**src/rtl/txdr_pkg.sv**
```systemverilog
// Shared constants and types of the transmit descriptor ring engine.
// Assumes 32-bit memory words and the descriptor format of the brief.
package txdr_pkg;
    localparam int DW     = 32;  // memory word width
    localparam int LEN_W  = 16;  // frame length field
    localparam int CCNT_W = 4;   // collision count field
    localparam int SEL_W  = 3;   // register select width
    localparam int HALF   = DW / 2;

    // descriptor word offsets (bytes)
    localparam int OFS_OPT  = 0;
    localparam int OFS_BUF  = 4;
    localparam int OFS_STAT = 8;
    localparam int OFS_NEXT = 12;

    // options word bits
    localparam int OPT_PAD = 0;
    localparam int OPT_CRC = 1;
    localparam int OPT_IEN = 2;
    localparam int OPT_OWN = 31;

    // status word bits
    localparam int ST_IRQ  = 16;
    localparam int ST_DONE = 19;
    localparam int ST_ABT  = 22;
    localparam int ST_LATE = 23;

    // interrupt status register bits
    localparam int INT_FRAME = 16;
    localparam int INT_CMPL  = 18;
    localparam int INT_ABORT = 22;
    localparam int INT_UNAV  = 23;

    // command register bit
    localparam int CMD_TXON = 8;

    // register selects
    localparam logic [SEL_W-1:0] SEL_BASE  = 3'd0;
    localparam logic [SEL_W-1:0] SEL_CMD   = 3'd1;
    localparam logic [SEL_W-1:0] SEL_KICK  = 3'd2;
    localparam logic [SEL_W-1:0] SEL_ISTAT = 3'd3;
    localparam logic [SEL_W-1:0] SEL_IEN   = 3'd4;

    typedef enum logic [3:0] {
        S_IDLE, S_RD_OPT, S_RD_BUF, S_RD_STAT, S_RD_NEXT,
        S_XMIT, S_WR_STAT, S_WR_OPT, S_HALT
    } walk_t;

    // events passed from the walker to the register block
    typedef struct packed {
        logic frame_done;
        logic want_irq;
        logic aborted;
        logic unavail;
    } evt_t;
endpackage

```
**src/rtl/txdr_regs.sv**
```systemverilog
// Register block: start address, command, start demand, interrupt status
// (write-1-to-clear, upper half only) and interrupt enable.
// Assumes one register write per cycle; events from the walker win over clears.
module txdr_regs
    import txdr_pkg::*;
#(
    parameter int ADDR_W = 32
) (
    input  logic              clk,
    input  logic              rst_n,
    input  logic              reg_wr,
    input  logic [SEL_W-1:0]  reg_sel,
    input  logic [DW-1:0]     reg_wdata,
    input  evt_t              ev,
    output logic              base_load,
    output logic [ADDR_W-1:0] base_addr,
    output logic              tx_on,
    output logic              kick,
    output logic [HALF-1:0]   int_stat,
    output logic              irq
);
    logic [HALF-1:0] set_v, clr_v, en_q;
    logic            unused_bits;

    assign unused_bits = ^reg_wdata;
    assign base_load   = reg_wr && (reg_sel == SEL_BASE);
    assign base_addr   = {reg_wdata[ADDR_W-1:4], 4'b0000};
    assign kick        = reg_wr && (reg_sel == SEL_KICK);
    assign clr_v       = (reg_wr && reg_sel == SEL_ISTAT) ? reg_wdata[DW-1:HALF] : '0;

    // map walker events onto status bit positions
    always_comb begin
        set_v = '0;
        set_v[INT_FRAME-HALF] = ev.frame_done && ev.want_irq;
        set_v[INT_CMPL-HALF]  = ev.frame_done && !ev.aborted;
        set_v[INT_ABORT-HALF] = ev.frame_done && ev.aborted;
        set_v[INT_UNAV-HALF]  = ev.unavail;
    end

    // command and enable registers
    always_ff @(posedge clk) begin
        if (!rst_n) begin
            tx_on <= 1'b0;
            en_q  <= '0;
        end else if (reg_wr) begin
            if (reg_sel == SEL_CMD) tx_on <= reg_wdata[CMD_TXON];
            if (reg_sel == SEL_IEN) en_q  <= reg_wdata[DW-1:HALF];
        end
    end

    // one write-1-to-clear status flop per bit, set wins
    for (genvar b = 0; b < HALF; b++) begin : g_stat
        always_ff @(posedge clk) begin
            if (!rst_n)          int_stat[b] <= 1'b0;
            else if (set_v[b])   int_stat[b] <= 1'b1;
            else if (clr_v[b])   int_stat[b] <= 1'b0;
        end
    end

    assign irq = |(int_stat & en_q);
endmodule

```
**src/rtl/txdr_walker.sv**
```systemverilog
// Descriptor walker: fetches the current descriptor, hands MAC-owned frames
// to the MAC stub, writes back status and options, follows the next pointer.
// Assumes the memory acks each request once; one request outstanding.
module txdr_walker
    import txdr_pkg::*;
#(
    parameter int ADDR_W = 32
) (
    input  logic              clk,
    input  logic              rst_n,
    input  logic              base_load,
    input  logic [ADDR_W-1:0] base_addr,
    input  logic              tx_on,
    input  logic              kick,
    output logic              mem_req,
    output logic              mem_we,
    output logic [ADDR_W-1:0] mem_addr,
    output logic [DW-1:0]     mem_wdata,
    input  logic              mem_ack,
    input  logic [DW-1:0]     mem_rdata,
    output logic              mac_req,
    output logic [ADDR_W-1:0] mac_buf,
    output logic [LEN_W-1:0]  mac_len,
    output logic              mac_pad,
    output logic              mac_crc,
    input  logic              mac_done,
    input  logic              mac_abort,
    input  logic              mac_late,
    input  logic [CCNT_W-1:0] mac_ccnt,
    output evt_t              ev
);
    walk_t              state;
    logic [ADDR_W-1:0]  cur, nxt_q, buf_q;
    logic [DW-2:0]      opt_q;
    logic [LEN_W-1:0]   len_q;
    logic               abort_q, late_q;
    logic [CCNT_W-1:0]  ccnt_q;
    logic [DW-1:0]      wb_stat;

    // status word as written back after the frame
    always_comb begin
        wb_stat = '0;
        wb_stat[LEN_W-1:0]     = len_q;
        wb_stat[ST_IRQ]        = opt_q[OPT_IEN];
        wb_stat[ST_DONE]       = !abort_q;
        wb_stat[ST_ABT]        = abort_q;
        wb_stat[ST_LATE]       = late_q;
        wb_stat[DW-1 -: CCNT_W] = ccnt_q;
    end

    // memory port driven from the state
    always_comb begin
        mem_req   = 1'b1;
        mem_we    = 1'b0;
        mem_addr  = cur;
        mem_wdata = '0;
        unique case (state)
            S_RD_OPT:  mem_addr = cur | ADDR_W'(OFS_OPT);
            S_RD_BUF:  mem_addr = cur | ADDR_W'(OFS_BUF);
            S_RD_STAT: mem_addr = cur | ADDR_W'(OFS_STAT);
            S_RD_NEXT: mem_addr = cur | ADDR_W'(OFS_NEXT);
            S_WR_STAT: begin
                mem_we    = 1'b1;
                mem_addr  = cur | ADDR_W'(OFS_STAT);
                mem_wdata = wb_stat;
            end
            S_WR_OPT: begin
                mem_we    = 1'b1;
                mem_addr  = cur | ADDR_W'(OFS_OPT);
                mem_wdata = {1'b0, opt_q};
            end
            default: mem_req = 1'b0;
        endcase
    end

    assign mac_req = (state == S_XMIT);
    assign mac_buf = buf_q;
    assign mac_len = len_q;
    assign mac_pad = opt_q[OPT_PAD];
    assign mac_crc = opt_q[OPT_CRC];

    // events towards the status register
    assign ev.frame_done = (state == S_WR_OPT) && mem_ack;
    assign ev.want_irq   = opt_q[OPT_IEN];
    assign ev.aborted    = abort_q;
    assign ev.unavail    = (state == S_RD_OPT) && mem_ack && !mem_rdata[OPT_OWN];

    // walker sequence and descriptor capture
    always_ff @(posedge clk) begin
        if (!rst_n) begin
            state   <= S_IDLE;
            cur     <= '0;
            nxt_q   <= '0;
            buf_q   <= '0;
            opt_q   <= '0;
            len_q   <= '0;
            abort_q <= 1'b0;
            late_q  <= 1'b0;
            ccnt_q  <= '0;
        end else begin
            unique case (state)
                S_IDLE: if (kick && tx_on) state <= S_RD_OPT;
                S_RD_OPT: if (mem_ack) begin
                    opt_q <= mem_rdata[DW-2:0];
                    state <= mem_rdata[OPT_OWN] ? S_RD_BUF : S_HALT;
                end
                S_RD_BUF: if (mem_ack) begin
                    buf_q <= mem_rdata[ADDR_W-1:0];
                    state <= S_RD_STAT;
                end
                S_RD_STAT: if (mem_ack) begin
                    len_q <= mem_rdata[LEN_W-1:0];
                    state <= S_RD_NEXT;
                end
                S_RD_NEXT: if (mem_ack) begin
                    nxt_q <= {mem_rdata[ADDR_W-1:4], 4'b0000};
                    state <= S_XMIT;
                end
                S_XMIT: if (mac_done) begin
                    abort_q <= mac_abort;
                    late_q  <= mac_late;
                    ccnt_q  <= mac_ccnt;
                    state   <= S_WR_STAT;
                end
                S_WR_STAT: if (mem_ack) state <= S_WR_OPT;
                S_WR_OPT: if (mem_ack) begin
                    cur   <= nxt_q;
                    state <= tx_on ? S_RD_OPT : S_IDLE;
                end
                S_HALT: begin
                    if (!tx_on)    state <= S_IDLE;
                    else if (kick) state <= S_RD_OPT;
                end
                default: state <= S_IDLE;
            endcase
            if (base_load) cur <= base_addr;
        end
    end
endmodule

```
**src/rtl/tx_desc_ring.sv**
```systemverilog
// Top of the transmit descriptor ring engine: register block plus walker.
// Assumes software loads the start address only while the engine is stopped.
module tx_desc_ring
    import txdr_pkg::*;
#(
    parameter int ADDR_W = 32
) (
    input  logic              clk,
    input  logic              rst_n,
    input  logic              reg_wr,
    input  logic [SEL_W-1:0]  reg_sel,
    input  logic [DW-1:0]     reg_wdata,
    output logic              mem_req,
    output logic              mem_we,
    output logic [ADDR_W-1:0] mem_addr,
    output logic [DW-1:0]     mem_wdata,
    input  logic              mem_ack,
    input  logic [DW-1:0]     mem_rdata,
    output logic              mac_req,
    output logic [ADDR_W-1:0] mac_buf,
    output logic [LEN_W-1:0]  mac_len,
    output logic              mac_pad,
    output logic              mac_crc,
    input  logic              mac_done,
    input  logic              mac_abort,
    input  logic              mac_late,
    input  logic [CCNT_W-1:0] mac_ccnt,
    output logic [HALF-1:0]   int_stat,
    output logic              irq
);
    evt_t              ev;
    logic              base_load, tx_on, kick;
    logic [ADDR_W-1:0] base_addr;

    txdr_regs #(.ADDR_W(ADDR_W)) u_regs (
        .clk(clk), .rst_n(rst_n), .reg_wr(reg_wr), .reg_sel(reg_sel),
        .reg_wdata(reg_wdata), .ev(ev), .base_load(base_load),
        .base_addr(base_addr), .tx_on(tx_on), .kick(kick),
        .int_stat(int_stat), .irq(irq)
    );

    txdr_walker #(.ADDR_W(ADDR_W)) u_walk (
        .clk(clk), .rst_n(rst_n), .base_load(base_load), .base_addr(base_addr),
        .tx_on(tx_on), .kick(kick), .mem_req(mem_req), .mem_we(mem_we),
        .mem_addr(mem_addr), .mem_wdata(mem_wdata), .mem_ack(mem_ack),
        .mem_rdata(mem_rdata), .mac_req(mac_req), .mac_buf(mac_buf),
        .mac_len(mac_len), .mac_pad(mac_pad), .mac_crc(mac_crc),
        .mac_done(mac_done), .mac_abort(mac_abort), .mac_late(mac_late),
        .mac_ccnt(mac_ccnt), .ev(ev)
    );
endmodule

```
**config.mk**
```make
export PLATFORM = sky130hd
export DESIGN_NAME = tx_desc_ring
export DESIGN_NICKNAME = d
export VERILOG_FILES = /design/src/rtl/txdr_pkg.sv /design/src/rtl/txdr_regs.sv /design/src/rtl/txdr_walker.sv /design/src/rtl/tx_desc_ring.sv
export SDC_FILE = /design/constraint.sdc
export NUM_CORES = 1
export LEC_CHECK = 0
export BUFFER_PORTS_ARGS = -buffer_cell sky130_fd_sc_hd__clkbuf_2
export CORE_MARGIN = 2
export CORE_UTILIZATION = 30
export CTS_CLUSTER_DIAMETER = 120
export DETAILED_ROUTE_END_ITERATION = 16
export PLACE_DENSITY = 0.51
export SYNTH_ARGS = -nofsm -noshare
export SYNTH_HDL_FRONTEND = slang
export SYNTH_HIERARCHICAL = 1
export SYNTH_SLANG_ARGS = --single-unit
```
**constraint.sdc**
```tcl
create_clock -name clk -period 2.32 [get_ports clk]
set_input_delay 0.232 -clock clk [delete_from_list [all_inputs] [get_ports clk]]
set_output_delay 0.232 -clock clk [all_outputs]
set_load 0.02 [all_outputs]
```
Word level (Yosys, flattened, before mapping)
Cells that the tools add are included.
{"block": "totals", "output_inout_bits": 134, "register_bits": 166, "input_bits": 78, "wordCells": 99}
{"block": "classes", "reduce_logical": 33, "eq_ne": 21, "mux": 29, "bitwise": 1}
{"cell": "32-bit 2-to-1 mux", "count": 3}
{"cell": "32-bit one-hot mux with 2 select lines", "count": 1}
{"cell": "4-bit 2-to-1 mux", "count": 11}
{"cell": "4-bit one-hot mux with 9 select lines", "count": 1}
{"cell": "8-bit by 16-bit bitwise AND with 16-bit output", "count": 1}
{"cell": "4-bit by 3-bit == test with 1-bit output (second input constant)", "count": 4}
{"cell": "2-bit AND reduction", "count": 8}
{"cell": "16-bit OR reduction", "count": 1}
{"cell": "2-bit != test (second input constant)", "count": 6}
{"cell": "4-bit one-hot mux with 3 select lines", "count": 1}
{"cell": "2-bit nonzero test", "count": 6}
{"cell": "1-bit 2-to-1 mux", "count": 11}
{"cell": "1-bit logical AND", "count": 10}
{"cell": "9-bit AND reduction", "count": 1}
{"cell": "4-bit by 2-bit == test with 1-bit output (second input constant)", "count": 2}
{"cell": "8-bit 2-to-1 mux", "count": 1}
{"cell": "3-bit by 2-bit == test with 1-bit output (second input constant)", "count": 2}
{"cell": "6-bit OR reduction", "count": 1}
{"cell": "4-bit by 1-bit == test with 1-bit output (second input constant)", "count": 1}
{"cell": "4-bit == test (second input constant)", "count": 1}
{"cell": "4-bit zero test", "count": 1}
{"cell": "2-bit by 1-bit != test with 1-bit output (second input constant)", "count": 2}
{"cell": "2-bit OR reduction", "count": 2}
{"cell": "3-bit by 1-bit == test with 1-bit output (second input constant)", "count": 1}
{"cell": "other kinds (4)", "count": 5}

Longest topological paths before layout
{"block": "logic_depth", "ltp_word": 5, "ltp_mapped": 7, "depth_no_buf": 5}

By module
The synthesis kept the hierarchy.
{"mod": "txdr_walker", "n_inst": 1, "area_per_inst_um2": 6515.0, "cells_each": 757, "seq_area_each_um2": 2982.9}
{"mod": "txdr_regs", "n_inst": 1, "area_per_inst_um2": 745.7, "cells_each": 92, "seq_area_each_um2": 180.2}

Worst setup path after synthesis
OpenSTA, ideal clock, no wires.
{"block": "synth_path", "path_kind": "register -> output", "from": "register u_walk.state[2]", "to": "output mem_wdata[19]", "path_buffers": 1, "setup_slack_ns": 0.763, "arrival_time_ns": 1.325, "path_stages_with_launch": 6, "t_required_ns": 2.088, "path_cell_list": "dfxtp_1 buf_4 nand2_1 nor3_2 inv_1 o21ai_0"}
{"block": "synth_between", "elab_chain_cells": 2, "word_cells_on_any_way": 3, "cone_classes": "eq/ne: 2; mux: 1"}
{"element": "start, declared", "line": "txdr_walker.sv:32", "text": "walk_t state;"}
{"element": "start signal, assigned", "line": "txdr_walker.sv:105", "text": "state <= mem_rdata[OPT_OWN] ? S_RD_BUF : S_HALT;"}
{"element": "start signal, assigned", "line": "txdr_walker.sv:128", "text": "state <= tx_on ? S_RD_OPT : S_IDLE;"}
{"element": "4-bit by 3-bit == test with 1-bit output", "line": "txdr_walker.sv:57", "text": "unique case (state)"}
{"element": "32-bit one-hot mux with 2 select lines *", "line": "txdr_walker.sv:57"}
{"element": "end, declared", "line": "tx_desc_ring.sv:16", "text": "output logic [DW-1:0] mem_wdata,"}
Every way passes the cells marked *; elsewhere a longest branch is shown, timed or not.

Final worst setup path
{"block": "layout_path", "from": "register u_walk.state[2]", "to": "output mem_wdata[23]"}
Same word-level chain as after synthesis.

==> run summary <==
The mapped netlist covers 7260 µm². The post-CTS setup buffer count is 0, and the number of buffers on the longest clock path is 2. Measured along the x axis, the die boundary spans 160 µm.

In this run, flip-flops and latches consume 44.4% of the power. The tools report the wire length of the first global-routing pass as 33.3 mm. The tools report the final routed DRC violation total as 0. The critical path startpoint category was a flop. The run gives 0.00478 W as the internal power. Biggest fanout along the worst timing path: 27.

The die is 160 µm tall. In the final timing run, aggregate negative setup slack is 0 ns. The CTS clock-pin slew for the worst setup and hold paths works out to 0.07 ns. The tools report the count of vias placed by the detailed router as 5,966. The buffer cell driving the clock tree root is clkbuf_16.

The flop and latch count out of synthesis is 158, and the post-layout minimum cycle time is 2.20 ns. Counting cells, the worst reg-to-reg path comes to 5. The run gives 0 as the number of antenna diodes.

Setup repair after global routing left no endpoint under its margin. Power density over the cells: 749 nW/µm². The analysis attributes to cell leakage a power of 3.69 nW. Yosys attributes the largest share of cell area to dfxtp_1 (44%), nand2_1 (12%), a21boi_1 (9.8%), buf_4 (9.4%), mux2i_1 (5.4%).

For the worst setup path, the data arrival time is 1.97 ns. Of all cell types, the one taking the most synthesized area is dfxtp_1. Type of destination of the critical path: an output pin.

Instance count along the most critical hold path: 2. TritonCTS built the clock tree. Setup violations remaining at the end of the flow were counted as 0.

The number of nets in the layout came out at 1,038. In the final layout, the share of cells above drive strength 1 is 26.5%. The startpoint identified for the worst register-to-register timing path is u_walk/state[3].

The logs give 0 for the number of endpoints with negative hold slack in the final report and 0 for the number of maximum-capacitance violations. In this run the biggest area consumer among cell types represents 43.6% of the synthesized area. Of the available clock period, the critical path in the final layout requires 95.0%. Of all flip-flops after synthesis, the portion carrying an async set or reset was 0%. TritonCTS created 17 clock buffers. The gate count of the mapped netlist came out at 849. The logs give 0 for the number of max-slew violations in the final report and 0.762 for the placer's final routability congestion estimate. For the worst-skew pair, the clock arrives at the later sink with an insertion delay of 0.42 ns. The number of clock sinks seen by CTS came out at 158. The register-to-register setup slack was 0.47 ns. The critical path class is flop to output pin.

The tools report the initial antenna violation count as 0. For hold timing, the worst endpoint is u_regs/int_stat[0]. The HPWL after detailed placement is 15.2 mm. Net switching is 25.5% of the power. After synthesis, flip-flops and latches occupy 43.6% of the total area. Dividing the detail-routed via count by the number of cells gives 4.62. The Yosys step of the flow raised 6 warnings. At the pin with the least slew margin, the transition time is 0.781 ns.

Global routing used 16.9% of the available tracks across all layers. Of the total power, combinational logic draws 9.6%. In the synthesized netlist the dominant register cell turns out to be dfxtp_1. For the total congestion overflow after global routing, the log shows 0. 212 I/O pins were placed.

Class of the tightest hold or removal check: input port to flop. VDD sags by at most 391 µV. The number of distinct library cells after synthesis came out at 45.

The logs give 5,619 for the number of global-route vias before repair and 1,292 for the count of non-filler cells in the finished layout. The region available for standard cell placement spans 23,600 µm². The floorplan has 56 rows.

For this design the total switching power over the nets is 0.00164 W. In this run the remaining antenna-violating nets after routing total 0. The slack of the critical path is 0.117 ns. The run finished with clean final reports.

OpenSTA, run right after detailed placement, puts the worst setup slack at 0.300 ns. The die covers 25,500 µm². The logs give 0.454 GHz for the highest clock rate and 46.0% for the portion of total power attributed to the clock network.

Yosys mapped a number of flops with a built-in enable equal to 0. The run gives 64 as the largest net degree at the start of global routing. Input and output buffers added on the ports amount to 195.

The initial utilization of the core area, before any placement, comes to 30.7%. The routed wirelength normalized by instance count came out at 16.8 µm. Measured against its own limit, the worst slew margin works out to 47.9%.

Hold repair after CTS inserted 0 buffers. The clock tree synthesis step divided the H-tree into 4 levels. The worst setup skew after layout was 0.00734 ns; the growth of design area from synthesis to finish was 18.1%.

The reg-to-reg endpoint is u_walk/nxt_q[26]. For this block, the initial DRC count from the detailed router was 320. Each instance of the synthesized netlist takes up on average 8.55 µm². In this run, placement finished with an instance count of 1,260. For the final routed wirelength across all metal layers, the log shows 21.7 mm. The worst hold path begins at reg_wdata[16]. At the worst endpoint, the required time is 2.09 ns. The first-pass iteration count of the detailed router was 4.
==> cell families (layout without fill, tap and decap cells) <==
logic type	count (synthesis)	count (layout)	share of synthesized area (%)
flip-flops	158	158	43.6
AND/OR/NAND/NOR	294	294	17.6
XOR/XNOR	2	2	0.241
multiplexers	39	39	5.38
other	1	16	0.0516
buffers and inverters	142	251	12.8
AO/OA/AOI/OAI	213	213	20.4
==> registers in the layout, indices dropped and copies added (netlist names) <==
signal           cells
u_walk/cur          32
u_walk/mac_buf      32
u_walk/opt_q        31
u_walk/nxt_q        28
u_walk/mac_len      16
u_regs/en_q          4
u_regs/int_stat      4
u_walk/ccnt_q        4
u_walk/state         4
u_regs/tx_on         1
u_walk/abort_q       1
u_walk/late_q        1
==> cells in the mapped netlist (2+ instances only) <==
library cell    n
o21ai_1         4
buf_2          17
nor2_1          7
buf_8           2
buf_4          91
mux2i_1        39
dfxtp_1       158
a21boi_1       95
and4b_1         2
and3_1          5
a311oi_1        2
a22o_1         22
a21oi_1        31
o21ai_0        34
and2b_1         3
nand2_1       233
o21a_1          2
and2_1         10
and4bb_2        2
clkbuf_1       23
a21boi_0       17
a22oi_1         2
inv_1           5
nand3_1        13
nor2b_1         9
buf_1           2
==> stage by stage <==
step | utilization, % | power (W) | hold WS [ns] | cell area [µm²]
floorplan | - | 0.00336 | 0.332 | 7320
global placement | 33.7 | 0.00353 | 0.436 | 7950
detailed placement | 33.7 | 0.00353 | 0.444 | 7950
CTS | 36.3 | 0.00650 | 0.0245 | 8570
global route | 36.3 | 0.00668 | 0.0564 | 8580
finish | 36.3 | 0.00642 | 0.0509 | 8580
==> repair_timing <==
| item | in CTS | in global routing |
|---|---|---|
| gates resized for setup | 3 | 1 |
| pin swaps | 0 | 1 |
| setup endpoints to repair | 27 | 6 |
==> worst max-delay path, cell delays in order (launching register included) <==
cell,delay (ns)
dfxtp_2,0.48
and4b_2,0.38
buf_6,0.28
a22o_1,0.21
clkbuf_2,0.18
==> layout make-up <==
cell class / count / area, µm²
flip-flops and latches: 158 / 3170
inverters: 6 / 22.5
fillers: 2543 / 15000
repair buffers: 213 / 1130
clock inverters: 11 / 156
clock buffers: 21 / 460
well taps: 319 / 399
multi-input cells: 564 / 3240
==> worst max path at each step <==
stage	startpoint	endpoint	slack, ns	cells after the start
detailed placement	u_walk/state[2]	mem_wdata[23]	0.30	4
finish	u_walk/state[2]	mem_wdata[23]	0.12	4
global placement	u_walk/state[2]	mem_wdata[23]	0.31	4
CTS	u_walk/state[0]	mem_wdata[23]	0.07	4
global route	u_walk/state[2]	mem_wdata[19]	0.01	5
floorplan	u_walk/state[2]	mem_wdata[19]	0.76	5
==> layer usage <==
layer | up-vias | GRT usage [%] | share of wire, %
met3 | 16 | 3.65 | 5.0
met4 | 0 | 4.79 | 1.1
met5 | - | 0 | 0
met1 | 2817 | 24.0 | 50
met2 | 159 | 25.6 | 44
li1 | 2974 | - | -
==> layout by cell type (no fill, tap or decap), types with 9 or more instances in the layout <==
cell,instances
clkbuf_16,17
nand2_1,233
a21boi_0,17
and2_1,10
a22o_1,22
nand3_1,12
a21oi_1,31
dfxtp_1,155
a21boi_1,95
mux2i_1,39
clkbuf_2,194
buf_4,17
nor2b_1,9
conb_1,16
o21ai_0,34
==> power groups by stage <==
stage | combinational, W | clock, W | sequential (W)
finish | 0.000617 | 0.00296 | 0.00285
CTS | 0.000625 | 0.00303 | 0.00285
global placement | 0.000619 | 0 | 0.00291
floorplan | 0.000476 | 0 | 0.00289
detailed placement | 0.000624 | 0 | 0.00291
global route | 0.000683 | 0.00314 | 0.00286
Power figures use the tool's default switching activity.
